==> config.mk <==
export PLATFORM = sky130hd
export DESIGN_NAME = scnt5_top
export DESIGN_NICKNAME = d
export VERILOG_FILES = /design/src/rtl/scnt5_pkg.sv /design/src/rtl/scnt5_next.sv /design/src/rtl/scnt5_excite.sv /design/src/rtl/scnt5_store.sv /design/src/rtl/scnt5_top.sv
export SDC_FILE = /design/constraint.sdc
export NUM_CORES = 1
export LEC_CHECK = 0
export BUFFER_PORTS_ARGS = -buffer_cell sky130_fd_sc_hd__buf_2
export CAP_MARGIN = 20
export CELL_PAD_IN_SITES_DETAIL_PLACEMENT = 1
export CELL_PAD_IN_SITES_GLOBAL_PLACEMENT = 2
export CORE_AREA = 4 4 41 43
export CTS_BUF_LIST = sky130_fd_sc_hd__clkbuf_4
export DETAILED_ROUTE_END_ITERATION = 8
export DIE_AREA = 0 0 45 47
export PLACE_DENSITY = 0.36
export SLEW_MARGIN = 20
export SYNTH_ARGS = -nofsm -noshare
export SYNTH_HDL_FRONTEND = slang
export SYNTH_SLANG_ARGS = --single-unit
==> constraint.sdc <==
create_clock -name clk -period 0.8 [get_ports clk]
set_input_delay 0.04 -clock clk [delete_from_list [all_inputs] [get_ports clk]]
set_output_delay 0.04 -clock clk [all_outputs]
set_load 0.01 [all_outputs]
==> src/rtl/scnt5_pkg.sv <==
package scnt5_pkg;

    localparam int STATE_W = 3;

    // storage element kinds
    localparam int KIND_D  = 0;
    localparam int KIND_T  = 1;
    localparam int KIND_JK = 2;
    localparam int KIND_RS = 3;

    typedef struct packed {
        logic c;
        logic b;
        logic a;
    } code_t;

endpackage

==> src/rtl/scnt5_next.sv <==
// Target code for the next enabled edge, over all eight present codes.
module scnt5_next
    import scnt5_pkg::*;
(
    input  code_t cur_i,
    output code_t tgt_o
);
    always_comb begin
        tgt_o   = '0;
        // C follows A in every code, used or not
        tgt_o.c = cur_i.a;
        // B sets unless B was set, except from 010 where it stays set
        tgt_o.b = ~cur_i.b | (~cur_i.a & ~cur_i.c);
        // A sets only from 010, 011 and 111
        tgt_o.a = cur_i.b & (~cur_i.c | cur_i.a);
    end
endmodule

==> src/rtl/scnt5_excite.sv <==
// Converts present and target codes into the two inputs of the chosen flop kind.
// x carries D, T, J or S; y carries K or R (held low for D and T kinds).
module scnt5_excite
    import scnt5_pkg::*;
#(
    parameter int KIND = KIND_D
) (
    input  logic               en_i,
    input  logic [STATE_W-1:0] cur_i,
    input  logic [STATE_W-1:0] tgt_i,
    output logic [STATE_W-1:0] x_o,
    output logic [STATE_W-1:0] y_o
);
    generate
        if (KIND == KIND_D) begin : g_d
            always_comb begin
                x_o = en_i ? tgt_i : cur_i;
                y_o = '0;
            end
        end else if (KIND == KIND_T) begin : g_t
            always_comb begin
                x_o = en_i ? (cur_i ^ tgt_i) : '0;
                y_o = '0;
            end
        end else if (KIND == KIND_JK) begin : g_jk
            always_comb begin
                x_o = {STATE_W{en_i}} & tgt_i;
                y_o = {STATE_W{en_i}} & ~tgt_i;
            end
        end else begin : g_rs
            always_comb begin
                x_o = {STATE_W{en_i}} & tgt_i & ~cur_i;
                y_o = {STATE_W{en_i}} & ~tgt_i & cur_i;
            end
        end
    endgenerate
endmodule

==> src/rtl/scnt5_store.sv <==
// Bank of flops of the chosen kind with synchronous reset to a fixed code.
module scnt5_store
    import scnt5_pkg::*;
#(
    parameter int                 KIND       = KIND_D,
    parameter logic [STATE_W-1:0] RESET_CODE = '0
) (
    input  logic               clk,
    input  logic               rst_n,
    input  logic [STATE_W-1:0] x_i,
    input  logic [STATE_W-1:0] y_i,
    output logic [STATE_W-1:0] q_o
);
    logic [STATE_W-1:0] q_d;
    logic [STATE_W-1:0] q_q;

    for (genvar i = 0; i < STATE_W; i++) begin : g_bit
        if (KIND == KIND_D) begin : g_d
            // y acts as a clear input; excitation keeps it low
            always_comb q_d[i] = x_i[i] & ~y_i[i];
        end else if (KIND == KIND_T) begin : g_t
            always_comb q_d[i] = (q_q[i] ^ x_i[i]) & ~y_i[i];
        end else if (KIND == KIND_JK) begin : g_jk
            always_comb q_d[i] = (x_i[i] & ~q_q[i]) | (~y_i[i] & q_q[i]);
        end else begin : g_rs
            always_comb q_d[i] = x_i[i] | (~y_i[i] & q_q[i]);
        end
    end

    always_ff @(posedge clk) begin
        if (!rst_n) q_q <= RESET_CODE;
        else        q_q <= q_d;
    end

    assign q_o = q_q;
endmodule

==> src/rtl/scnt5_top.sv <==
module scnt5_top
    import scnt5_pkg::*;
#(
    parameter int                 STORAGE    = KIND_D,
    parameter logic [STATE_W-1:0] RESET_CODE = 3'b000
) (
    input  logic               clk,
    input  logic               rst_n,
    input  logic               cnt_en,
    output logic [STATE_W-1:0] state_o
);
    code_t              cur_q;
    code_t              tgt_d;
    logic [STATE_W-1:0] x_d;
    logic [STATE_W-1:0] y_d;

    scnt5_next u_next (
        .cur_i (cur_q),
        .tgt_o (tgt_d)
    );

    scnt5_excite #(.KIND(STORAGE)) u_excite (
        .en_i  (cnt_en),
        .cur_i (cur_q),
        .tgt_i (tgt_d),
        .x_o   (x_d),
        .y_o   (y_d)
    );

    logic [STATE_W-1:0] q_raw;

    scnt5_store #(.KIND(STORAGE), .RESET_CODE(RESET_CODE)) u_store (
        .clk   (clk),
        .rst_n (rst_n),
        .x_i   (x_d),
        .y_i   (y_d),
        .q_o   (q_raw)
    );

    assign cur_q   = code_t'(q_raw);
    assign state_o = q_raw;
endmodule

-- Word level (Yosys, flattened, before mapping)
Cells that the tools add are included.
- add/sub/neg operators: 0
- multipliers: 0
- divide/modulo/power cells: 0
- magnitude comparators: 0
- equal/unequal tests: 0
- shift operators: 0
- muxes and demuxes: 0
- bitwise logic cells: 7
- reduce and logical (&&, ||, !) cells: 0
- operator list (operator ; number):
    1-bit inverter ; 3
    1-bit AND ; 2
    1-bit bitwise OR ; 2
- register bits after elaboration: 3
- bits in latches: 0
- bits in writable memories: 0
- memory bits (read-only): 0
- input bits: 3
- output and inout port bits: 3
- word-level logic and storage cells: 8
- memories: 0

-- Depth between registers and ports, before layout
Gate-level depths: netlist (run 1).
- word-level depth: 3
- depth in mapped cells: 2
- depth with buffers taken out: 2

-- Hierarchy
A second synthesis (run 1) with hierarchy kept.
- cells, all modules: 17
- area total of the unflattened synthesis: 170.2 um^2
- by module, submodules not included (module ; times used ; cells an instance ; area each (um^2) ; sequential area each (um^2)):
    scnt5_store ; 1 ; 6 ; 86.3 ; 60.1
    scnt5_excite ; 1 ; 7 ; 60.1 ; 0.0
    scnt5_next ; 1 ; 4 ; 23.8 ; 0.0

-- Worst setup path after synthesis (run 1)
Ideal clock, no wire load.
- kind: register -> register
- start: register u_store.q_q[2] (netlist: u_store.q_o[2])
- end: register u_store.q_q[0] (netlist: u_store.q_o[0])
- library setup time: 0.119 ns
- data arrival time: 0.654 ns
- data required time: 0.681 ns
- slack: 0.027 ns
- stages on the path, launching flop included: 3
- buffers on the path: 0
- clock period less this slack: 0.773 ns
- path through: dfxtp_1 nor2b_1 o221a_2
- longest elaborated chain between the ends: 3
- ends and longest elaborated chain (element ; line ; source):
    start, declared ; scnt5_store.sv:15 ; logic [STATE_W-1:0] q_q;
    start signal, assigned ; scnt5_store.sv:32 ; else q_q <= q_d;
    1-bit inverter ; scnt5_next.sv:15 ; tgt_o.a = cur_i.b & (~cur_i.c | cur_i.a);
    1-bit bitwise OR ; scnt5_next.sv:15 ;
    1-bit AND ; scnt5_next.sv:15 ;
No other way between the ends.
A chain may end at the register's enable or synchronous reset.

-- Worst setup path in the final report (run 1)
- start: register u_store.q_q[0] (netlist: u_store.q_o[0])
- end: output state_o[0]
- RTL lines (element ; line ; source):
    end, declared ; scnt5_top.sv:10 ; output logic [STATE_W-1:0] state_o
No word-level cell between the ends.

==> results of run 1 <==
-- power by group through the flow --
| stage | clock, mW | combinational [mW] | sequential [mW] |
|---|---|---|---|
| after global routing | 0.334 | 0.0452 | 0.174 |
| after global placement | 0 | 0.0414 | 0.173 |
| final | 0.295 | 0.0409 | 0.172 |
| after floorplan | 0 | 0.0236 | 0.173 |
| after CTS | 0.309 | 0.0417 | 0.171 |
| after detailed placement | 0 | 0.0414 | 0.173 |
-- repair_timing --
item	in CTS	in global routing
gates resized for setup	2	1
pin swaps	0	0
endpoints found under the setup margin	2	1
-- worst max path at each step --
stage,startpoint,to,depth (start not counted)
3_3_place_gp,u_store.q_o[2]$_SDFFE_PN0P_,u_store.q_o[0]$_SDFFE_PN0P_,2
2_1_floorplan,u_store.q_o[2]$_SDFFE_PN0P_,u_store.q_o[0]$_SDFFE_PN0P_,2
3_5_place_dp,u_store.q_o[2]$_SDFFE_PN0P_,u_store.q_o[0]$_SDFFE_PN0P_,2
5_1_grt,u_store.q_o[2]$_SDFFE_PN0P_,state_o[2],1
6_report,u_store.q_o[0]$_SDFFE_PN0P_,state_o[0],1
4_1_cts,u_store.q_o[1]$_SDFFE_PN0P_,state_o[1],1
-- cells in the final DEF, fill, tap and decap left out --
cell / netlist / routed
a21oi_1: 1 / 1
buf_2: 0 / 5
clkbuf_4: 0 / 4
dfxtp_2: 0 / 3
inv_1: 1 / 1
mux2i_1: 1 / 1
nor2b_1: 2 / 2
o21a_1: 1 / 1
o21ai_0: 1 / 1
o221a_2: 1 / 1
-- stage by stage --
stage,std cells,hold WS [ns]
3_3_place_gp,31,0.302
6_report,35,0.0676
4_1_cts,35,0.0577
5_1_grt,35,0.0602
3_5_place_dp,31,0.296
2_1_floorplan,12,0.168
-- cells by family (layout without fill, tap and decap cells) --
group / count (synthesis) / in the layout
DFF: 3 / 3
buffers and inverters: 2 / 10
and+or+nand+nor: 2 / 2
AOI/OAI and AO/OA: 4 / 4
muxes: 1 / 1
-- layer usage --
metal  wire, um  track usage (%)  part of all wire, %  up-vias
li1           -                -                    -       57
met1        115             2.50                   38       60
met2        146             5.08                   49        2
met3         27             6.13                  9.0        2
met4         10             5.26                  3.3        0
met5          0                0                    0        -
-- cell type report --
type,instances,share of cell area [%]
inverters,1,1.95
flip-flops and latches,3,33.1
well taps,15,9.74
repair buffers,5,13.0
multi-input cells,7,26.6
clock buffers,4,15.6
==> summary.md, run 1 <==
| Metric | Value |
|---|---|
| Psw | slightly above 100 uW |
| Largest net degree at the start of global routing | 6 |
| Hold Path Origin | rst_n |
| Storage element area | 63.8 sq um |
| Hold buffers post-CTS | 0 |
| DRT iter0 DRCs | 2 |
| GP Congestion | 0.688 |
| Setup TNS | 0 ns |
| Clk network pwr share | approximately 58% |
| Maximum capacitance violations | 0 |
| Remaining DRCs | 0 |
| Gr usage total | under 10% |
| H-tree depth | 1 |
| Most area-consuming cells after synthesis | dfxtp_1, nor2b_1, o221a_2 |
| Syn Inst Count | 12 |
| Arr. time, crit path | 0.71 ns |
| Layout cell share with drive strength beyond 1 | roughly 65% |
| Initial antenna violation count | 0 |
| Asr flop ratio synth | 0% |
| Skew final | roughly 0.000035 ns |
| Final wirelength | 300 um |
| Yosys warns | 0 |
| Run status | completed |
| Hold Path Class | in -> reg |
| Maximum clock frequency | between 1000 and 1500 MHz |
| Number of synthesized flops with an enable pin | 0 |
| Leading area contributor after synthesis | dfxtp_1 |
| Cell variety after synth | 9 |
| Final Power | between 500 and 600 uW |
| VDD IR-drop max | 0.761 mV |
| Max reg flops | 3 |
| Initial Util | 9.42% |
| Multi-input gate area in the final layout | 51.3 sq um |
| Final Hold Vio Count | 0 |
| Clk root buf | clkbuf_4 |
| FF-to-FF setup slack | 0.09 ns |
| Gate power share | 8.0% |
| Layout Utilization | 14.8% |
| RR Startpoint | u_store.q_o[2]$_SDFFE_PN0P_ |
| Max Slew Vio Count | 0 |
| Type of destination of the critical path | output pin |
| Endpoints failing setup | 0 |
| PwrDens | between 2000 and 3000 mW/mm^2 |
| Routed len/inst | 8.57 um |
| Pint | 405 uW |
| Min Tclk post-route | 0.745 ns |
| Critical path type | reg -> out |
| Synth Area in Simple Gates | between 10% and 20% |
| Critical Path Start Type | flop |
| Placed instance area | 159 sq um |
| Mux cell area share after synthesis | 8.16% |
| CTS Sinks | 3 |
| Worst-case clock buffer depth | 2 |
| Flop pwr share | 33.8% |
| Cell breakdown of the critical path | buf_2 |
| Worst rel slew slack | 88.4% |
| Die Wd | 45 um |
| Row count | 13 |
| RSZ-0062 raised after global routing | no |
| CP top delay family | flip-flops |
| DRT Pass-1 Iters | 2 |
| Period Utilization, post-route | 93.1% |
| Antenna diodes | 0 |
| Top cell type's share of synthesized area | 49.0% |
| Most frequent cell after synthesis | dfxtp_1 |
| Nets@finish | 24 |
| IO Pins | 6 |
| Top cells by count, synth | dfxtp_1, nor2b_1 |
| Via-to-Cell Ratio | 3.46 |
| Hold EP | u_store.q_o[2]$_SDFFE_PN0P_ |
| Syn nets | 15 |
| Hold Path Cell Cnt | 2 |
| Num CTS Buffers | 3 |
| Synth Area in XOR/XNOR | 0% |
| Port buffer count | 5 |
| Syn Area/Cell | between 10 and 15 sq um |
| DP Worst Slack | 0.0463 ns |
| Crit path buf inv count | 1 |
| Die height | 47 um |
| Worst-path clk slew | 0.04 ns |
| Layout area overhead | 57.1% |
| Post-synthesis compound-gate area fraction | 23.5% |
| Crit path max fanout | 4 |
| Synth Flop Type | dfxtp_1 |
| Vias in the first global route | approximately 120 |
| First-pass GRT wire length | 496 um |
| Register-to-Register Path Depth | 2 |
| Fin area | 193 sq um |
| Final WS setup | around 0.055 ns |
| CTS tree | done |
| Switching share of power | 20.3% |
| Die area | ~0.0021 sq mm |
| Core Area | about 0.0013 sq mm |
| CP max stage cell | dfxtp_2 |
| Post-synthesis adder-cell area fraction | 0% |
| Area of the mapped netlist | ~120 sq um |
| Slowest stage delay, CP | between 0.3 and 0.4 ns |
| Post-synthesis register bit count | 3 |
| WP data required | 0.76 ns |
| Combinational family with the most area after synthesis | compound AO/OA/AOI/OAI gates |
| Post-synthesis sequential area ratio | 49.0% |
| Worst-margin pin slew | 0.172 ns |
| Routed vias | between 100 and 150 |
| Clk Latency, worst-skew pair | 0.23 ns |
| Worst r2r dst | u_store.q_o[0]$_SDFFE_PN0P_ |
| Postcts setup bufs | 0 |
| Lkg Pwr | a little over 0.09 nW |
| Routed Antenna Nets | 0 |
| Remaining Overflow, GRT | 0 |
| Filler cells | approximately 160 |
Note: power is estimated with default switching activity, not from simulation.
==> run 2: changes to the inputs <==
--- a/config.mk
+++ b/config.mk
@@ -5,7 +5,7 @@
 export SDC_FILE = /design/constraint.sdc
 export NUM_CORES = 1
 export LEC_CHECK = 0
-export BUFFER_PORTS_ARGS = -buffer_cell sky130_fd_sc_hd__buf_2
+export BUFFER_PORTS_ARGS = -buffer_cell sky130_fd_sc_hd__buf_4
 export CAP_MARGIN = 20
 export CELL_PAD_IN_SITES_DETAIL_PLACEMENT = 1
 export CELL_PAD_IN_SITES_GLOBAL_PLACEMENT = 2
==> run 2 against run 1 <==
Against the previous run:
- worst hold slack got worse by 0.017 ns
- setup slack gained 0.0046 ns
- register-to-register slack about the same
- die area unchanged
- utilization rose by 0.96 points
- wire length rose by 6.0%
- combinational power grew 20%
- flip-flop and latch count did not move
- first-iteration DRC count fell by 50%
- sequential power barely moved
==> summary.md, run 2 (synthesis gave the netlist of run 1 again) <==
| Metric | Value |
|---|---|
| Clk Latency, worst-skew pair | 0.23 ns (about the same) |
| Gr usage total | 4.42% (+0.16 points) |
| Skew final | 0.0000897 ns (+0.0000543 ns) |
| Cell breakdown of the critical path | buf_4 |
| Layout area overhead | 67.3% |
| FF-to-FF setup slack | 0.08 ns (about the same) |
| Type of destination of the critical path | output pin |
| Hold Path Cell Cnt | 2 (unchanged) |
| Register-to-Register Path Depth | 2 (unchanged) |
| Die height | 47 um (unchanged) |
| IO Pins | 6 (unchanged) |
| Endpoints failing setup | 0 (unchanged) |
| Initial Util | 9.42% (unchanged) |
| Worst-margin pin slew | 0.150 ns (-0.0217 ns) |
| Die area | 0.00212 sq mm (unchanged) |
| CTS tree | done |
| Hold Path Origin | rst_n |
| WP data required | 0.76 ns (about the same) |
| Nets@finish | 24 (unchanged) |
| First-pass GRT wire length | 586 um (+18%) |
| GP Congestion | 0.668 (-3.0%) |
| VDD IR-drop max | 0.867 mV (+14%) |
| Row count | 13 (unchanged) |
| CP top delay family | flip-flops |
| Crit path max fanout | 4 (unchanged) |
| Final Hold Vio Count | 0 (unchanged) |
| Setup TNS | 0 ns (unchanged) |
| Max Slew Vio Count | 0 (unchanged) |
| Slowest stage delay, CP | 0.35 ns (about the same) |
| PwrDens | 2520 mW/mm^2 (-4.4%) |
| Hold Path Class | in -> reg |
| Num CTS Buffers | 3 (unchanged) |
| Initial antenna violation count | 0 (unchanged) |
| Final Power | 518 uW (+1.8%) |
| Maximum clock frequency | 1350 MHz (+0.63%) |
| Vias in the first global route | 133 (+16%) |
| Max reg flops | 3 (unchanged) |
| RSZ-0062 raised after global routing | no |
| Crit path buf inv count | 1 (unchanged) |
| Fin area | 205 sq um (+6.5%) |
| DRT iter0 DRCs | 1 (-1) |
| Min Tclk post-route | 0.740 ns (-0.00465 ns) |
| Via-to-Cell Ratio | 3.40 (-1.7%) |
| Routed len/inst | 9.09 um (+6.0%) |
| Worst rel slew slack | 89.9% (+1.5 points) |
| Routed vias | 119 (-1.7%) |
| Core Area | 0.00130 sq mm (unchanged) |
| CP max stage cell | dfxtp_2 |
| Largest net degree at the start of global routing | 6 (unchanged) |
| Layout cell share with drive strength beyond 1 | 65.0% (unchanged) |
| Remaining Overflow, GRT | 0 (unchanged) |
| Hold buffers post-CTS | 0 (unchanged) |
| Lkg Pwr | 0.0941 nW (+2.7%) |
| Antenna diodes | 0 (unchanged) |
| Postcts setup bufs | 0 (unchanged) |
| DRT Pass-1 Iters | 2 (unchanged) |
| Critical path type | reg -> out |
| Arr. time, crit path | 0.70 ns (about the same) |
| Worst r2r dst | u_store.q_o[0]$_SDFFE_PN0P_ |
| Worst-case clock buffer depth | 2 (unchanged) |
| Routed Antenna Nets | 0 (unchanged) |
| Port buffer count | 5 (unchanged) |
| Maximum capacitance violations | 0 (unchanged) |
| Hold EP | u_store.q_o[2]$_SDFFE_PN0P_ |
| Placed instance area | 171 sq um (+7.9%) |
| Critical Path Start Type | flop |
| H-tree depth | 1 (unchanged) |
| Period Utilization, post-route | 92.6% (-0.58 points) |
| Final wirelength | 318 um (+6.0%) |
| Remaining DRCs | 0 (unchanged) |
| Run status | completed |
| Clk root buf | clkbuf_4 |
| RR Startpoint | u_store.q_o[2]$_SDFFE_PN0P_ |
| Commonest cells after routing, fill and taps aside | buf_4, clkbuf_4, dfxtp_2 |
| CTS Sinks | 3 (unchanged) |
| Leading cell type in the layout, fill and taps excluded | buf_4 |
| Worst-path clk slew | 0.04 ns (about the same) |
| Die Wd | 45 um (unchanged) |
-- run 2: worst max path at each step --
stage | from | endpoint | slack, ns | cells past startpoint
after detailed placement | u_store.q_o[2]$_SDFFE_PN0P_ | u_store.q_o[0]$_SDFFE_PN0P_ | 0.04 | 2
final | u_store.q_o[0]$_SDFFE_PN0P_ | state_o[0] | 0.06 | 1
after global placement | u_store.q_o[2]$_SDFFE_PN0P_ | u_store.q_o[0]$_SDFFE_PN0P_ | 0.03 | 2
after global routing | u_store.q_o[2]$_SDFFE_PN0P_ | state_o[2] | 0.02 | 1
after floorplan | u_store.q_o[2]$_SDFFE_PN0P_ | u_store.q_o[0]$_SDFFE_PN0P_ | 0.03 | 2
after CTS | u_store.q_o[2]$_SDFFE_PN0P_ | state_o[2] | 0.001 | 1
-- run 2: final cells by class --
cell class | count | area, sq um
clock buffers | 4 | 30.0
fillers | 158 | 1100
inverters | 1 | 3.75
multi-input cells | 7 | 51.3
flip-flops and latches | 3 | 63.8
well taps | 15 | 18.8
repair buffers | 5 | 37.5
-- run 2: power by group --
part	total, mW	internal (mW)	switching (mW)	leakage (nW)
registers	0.173	0.163	0.0105	0.0258
clock network	0.296	0.220	0.0751	0.0184
logic	0.0491	0.0297	0.0194	0.0499
-- run 2: layer usage --
layer | global-route usage, % | routed length, um | vias up | share of wire, %
met3 | 6.13 | 25 | 0 | 7.9
met4 | 1.75 | 0 | 0 | 0
li1 | - | - | 57 | -
met1 | 3.64 | 118 | 60 | 37
met2 | 5.93 | 173 | 2 | 54
met5 | 0 | 0 | - | 0
-- run 2: repair_timing --
action	in CTS	in global routing
endpoints found under the hold margin	0	0
resized for setup	1	2
setup endpoints to repair	1	3
-- run 2: metrics by stage --
stage	util (%)	hold WS (ns)	setup WS (ns)	instances
final	15.8	0.0503	0.0595	35
after global routing	15.8	0.0781	0.0196	35
after CTS	15.6	0.0457	0.00145	35
after detailed placement	13.2	0.285	0.0429	31
after global placement	13.2	0.288	0.0343	31
after floorplan	-	0.168	0.0270	12
==> run 3: changes to the inputs <==
==> constraint.sdc (replaced) <==
create_clock -name clk -period 0.82 [get_ports clk]
set_input_delay 0.041 -clock clk [delete_from_list [all_inputs] [get_ports clk]]
set_output_delay 0.041 -clock clk [all_outputs]
set_load 0.01 [all_outputs]
==> run 3 against run 2 <==
Against the previous run:
- worst hold slack improved by 0.0013 ns
- via count fell by 2.5%
- register-to-register slack improved by 0.03 ns
- highest routed layer unchanged
==> summary.md, run 3 (synthesis gave the netlist of run 1 again) <==
| Metric | Value |
|---|---|
| IO Pins | 6 (unchanged) |
| Die area | 0.00212 sq mm (unchanged) |
| Setup TNS | 0 ns (unchanged) |
| Die Wd | 45 um (unchanged) |
| Type of destination of the critical path | output pin |
| Crit path buf inv count | 1 (unchanged) |
| Filler cells | 159 (+0.63%) |
| Worst-margin pin slew | 0.150 ns (+0.000272 ns) |
| Nets@finish | 24 (unchanged) |
| Commonest cells after routing, fill and taps aside | buf_4, clkbuf_4, dfxtp_2 |
| Antenna diodes | 0 (unchanged) |
| Remaining DRCs | 0 (unchanged) |
| Routed Antenna Nets | 0 (unchanged) |
| Via-to-Cell Ratio | 3.31 (-2.5%) |
| Routed len/inst | 8.91 um (-1.9%) |
| Layout cell share with drive strength beyond 1 | 65.0% (unchanged) |
| Run status | completed |
| Final wirelength | 312 um (-1.9%) |
| CP top delay family | flip-flops |
| Initial antenna violation count | 0 (unchanged) |
| PwrDens | 2460 mW/mm^2 (-2.4%) |
| Maximum clock frequency | between 1000 and 1500 MHz |
| Port buffer count | 5 (unchanged) |
| Num CTS Buffers | 3 (unchanged) |
| Initial Util | 9.42% (unchanged) |
| Routed vias | 116 (-2.5%) |
| Row count | 13 (unchanged) |
| Hold Path Class | in -> reg |
| Largest net degree at the start of global routing | 6 (unchanged) |
| Worst-path clk slew | 0.04 ns (about the same) |
| Slowest stage delay, CP | 0.35 ns (about the same) |
| Max reg flops | 3 (unchanged) |
| First-pass GRT wire length | 572 um (-2.4%) |
| Crit path max fanout | 4 (unchanged) |
| VDD IR-drop max | 0.795 mV (-8.3%) |
| Min Tclk post-route | 0.741 ns |
| DRT Pass-1 Iters | 2 (unchanged) |
| Layout area overhead | 67.3% (unchanged) |
| RSZ-0062 raised after global routing | no |
| Vias in the first global route | 128 (-3.8%) |
| CTS tree | done |
| H-tree depth | 1 (unchanged) |
| Critical Path Start Type | flop |
| Critical path type | reg -> out |
| Period Utilization, post-route | 90.4% |
| WP data required | 0.78 ns (+0.02 ns) |
| Clk root buf | clkbuf_4 |
| Skew final | 0.000319 ns (+0.000230 ns) |
| Max Slew Vio Count | 0 (unchanged) |
| Endpoints failing setup | 0 (unchanged) |
| Maximum capacitance violations | 0 (unchanged) |
| Core Area | 0.00130 sq mm (unchanged) |
| CTS Sinks | 3 (unchanged) |
| Gr usage total | 4.35% (-0.076 points) |
| Cell breakdown of the critical path | buf_4 |
| Lkg Pwr | 0.0941 nW (unchanged) |
| DRT iter0 DRCs | 1 (unchanged) |
| Hold_ws | 0.0516 ns (+0.00135 ns) |
| Leading cell type in the layout, fill and taps excluded | buf_4 |
| Final Hold Vio Count | 0 (unchanged) |
| Remaining Overflow, GRT | 0 (unchanged) |
| Arr. time, crit path | 0.70 ns (about the same) |
| CP max stage cell | dfxtp_2 |
| Die height | 47 um (unchanged) |
| Worst-case clock buffer depth | 2 (unchanged) |
| GP Congestion | 0.668 (unchanged) |
| Worst rel slew slack | 89.9% (about the same) |
| Clk Latency, worst-skew pair | 0.23 ns (about the same) |
run 3: final cells by class:
class	count	area [sq um]	area share, %
multi-input combinational	7	51.3	25.0
clock buffer	4	30.0	14.6
sequential	3	63.8	31.1
timing repair buffer	5	37.5	18.3
tap	15	18.8	9.15
inverter	1	3.75	1.83
run 3: path summary, 6_finish.rpt:
kind	end	cells past startpoint	startpoint	slack, ns
setup / recovery	state_o[0]	1	u_store.q_o[0]$_SDFFE_PN0P_	0.08
hold / removal	u_store.q_o[2]$_SDFFE_PN0P_	2	rst_n	0.05
setup reg to reg	u_store.q_o[0]$_SDFFE_PN0P_	1	u_store.q_o[1]$_SDFFE_PN0P_	0.11
hold reg to reg	u_store.q_o[1]$_SDFFE_PN0P_	1	u_store.q_o[1]$_SDFFE_PN0P_	0.45
run 3: layer usage:
layer  global-route usage (%)  vias to the layer above  part of all wire, %
li1                         -                       57                    -
met1                     3.64                       57                   39
met2                     5.65                        2                   53
met3                     6.13                        0                  8.0
met4                     1.75                        0                    0
met5                        0                        -                    0
run 3: timing repair:
item	CTS	global route
hold buffers	0	0
resized for setup	0	3
setup buffers	0	0
setup endpoints to repair	0	3
run 3: power breakdown:
part,leakage [nW],switching (mW),internal (mW)
combinational,0.0499,0.0187,0.0289
clock,0.0184,0.0736,0.215
sequential,0.0258,0.0103,0.159
run 3: through the flow:
| stage | util (%) | setup WS, ns | power (mW) | cell area (sq um) | cells |
|---|---|---|---|---|---|
| 2_1_floorplan | - | 0.0470 | 0.192 | 123 | 12 |
| 3_3_place_gp | 13.2 | 0.0543 | 0.218 | 171 | 31 |
| 3_5_place_dp | 13.2 | 0.0629 | 0.217 | 171 | 31 |
| 4_1_cts | 15.5 | 0.0153 | 0.517 | 201 | 35 |
| 5_1_grt | 15.8 | 0.0386 | 0.547 | 205 | 35 |
| 6_report | 15.8 | 0.0790 | 0.505 | 205 | 35 |
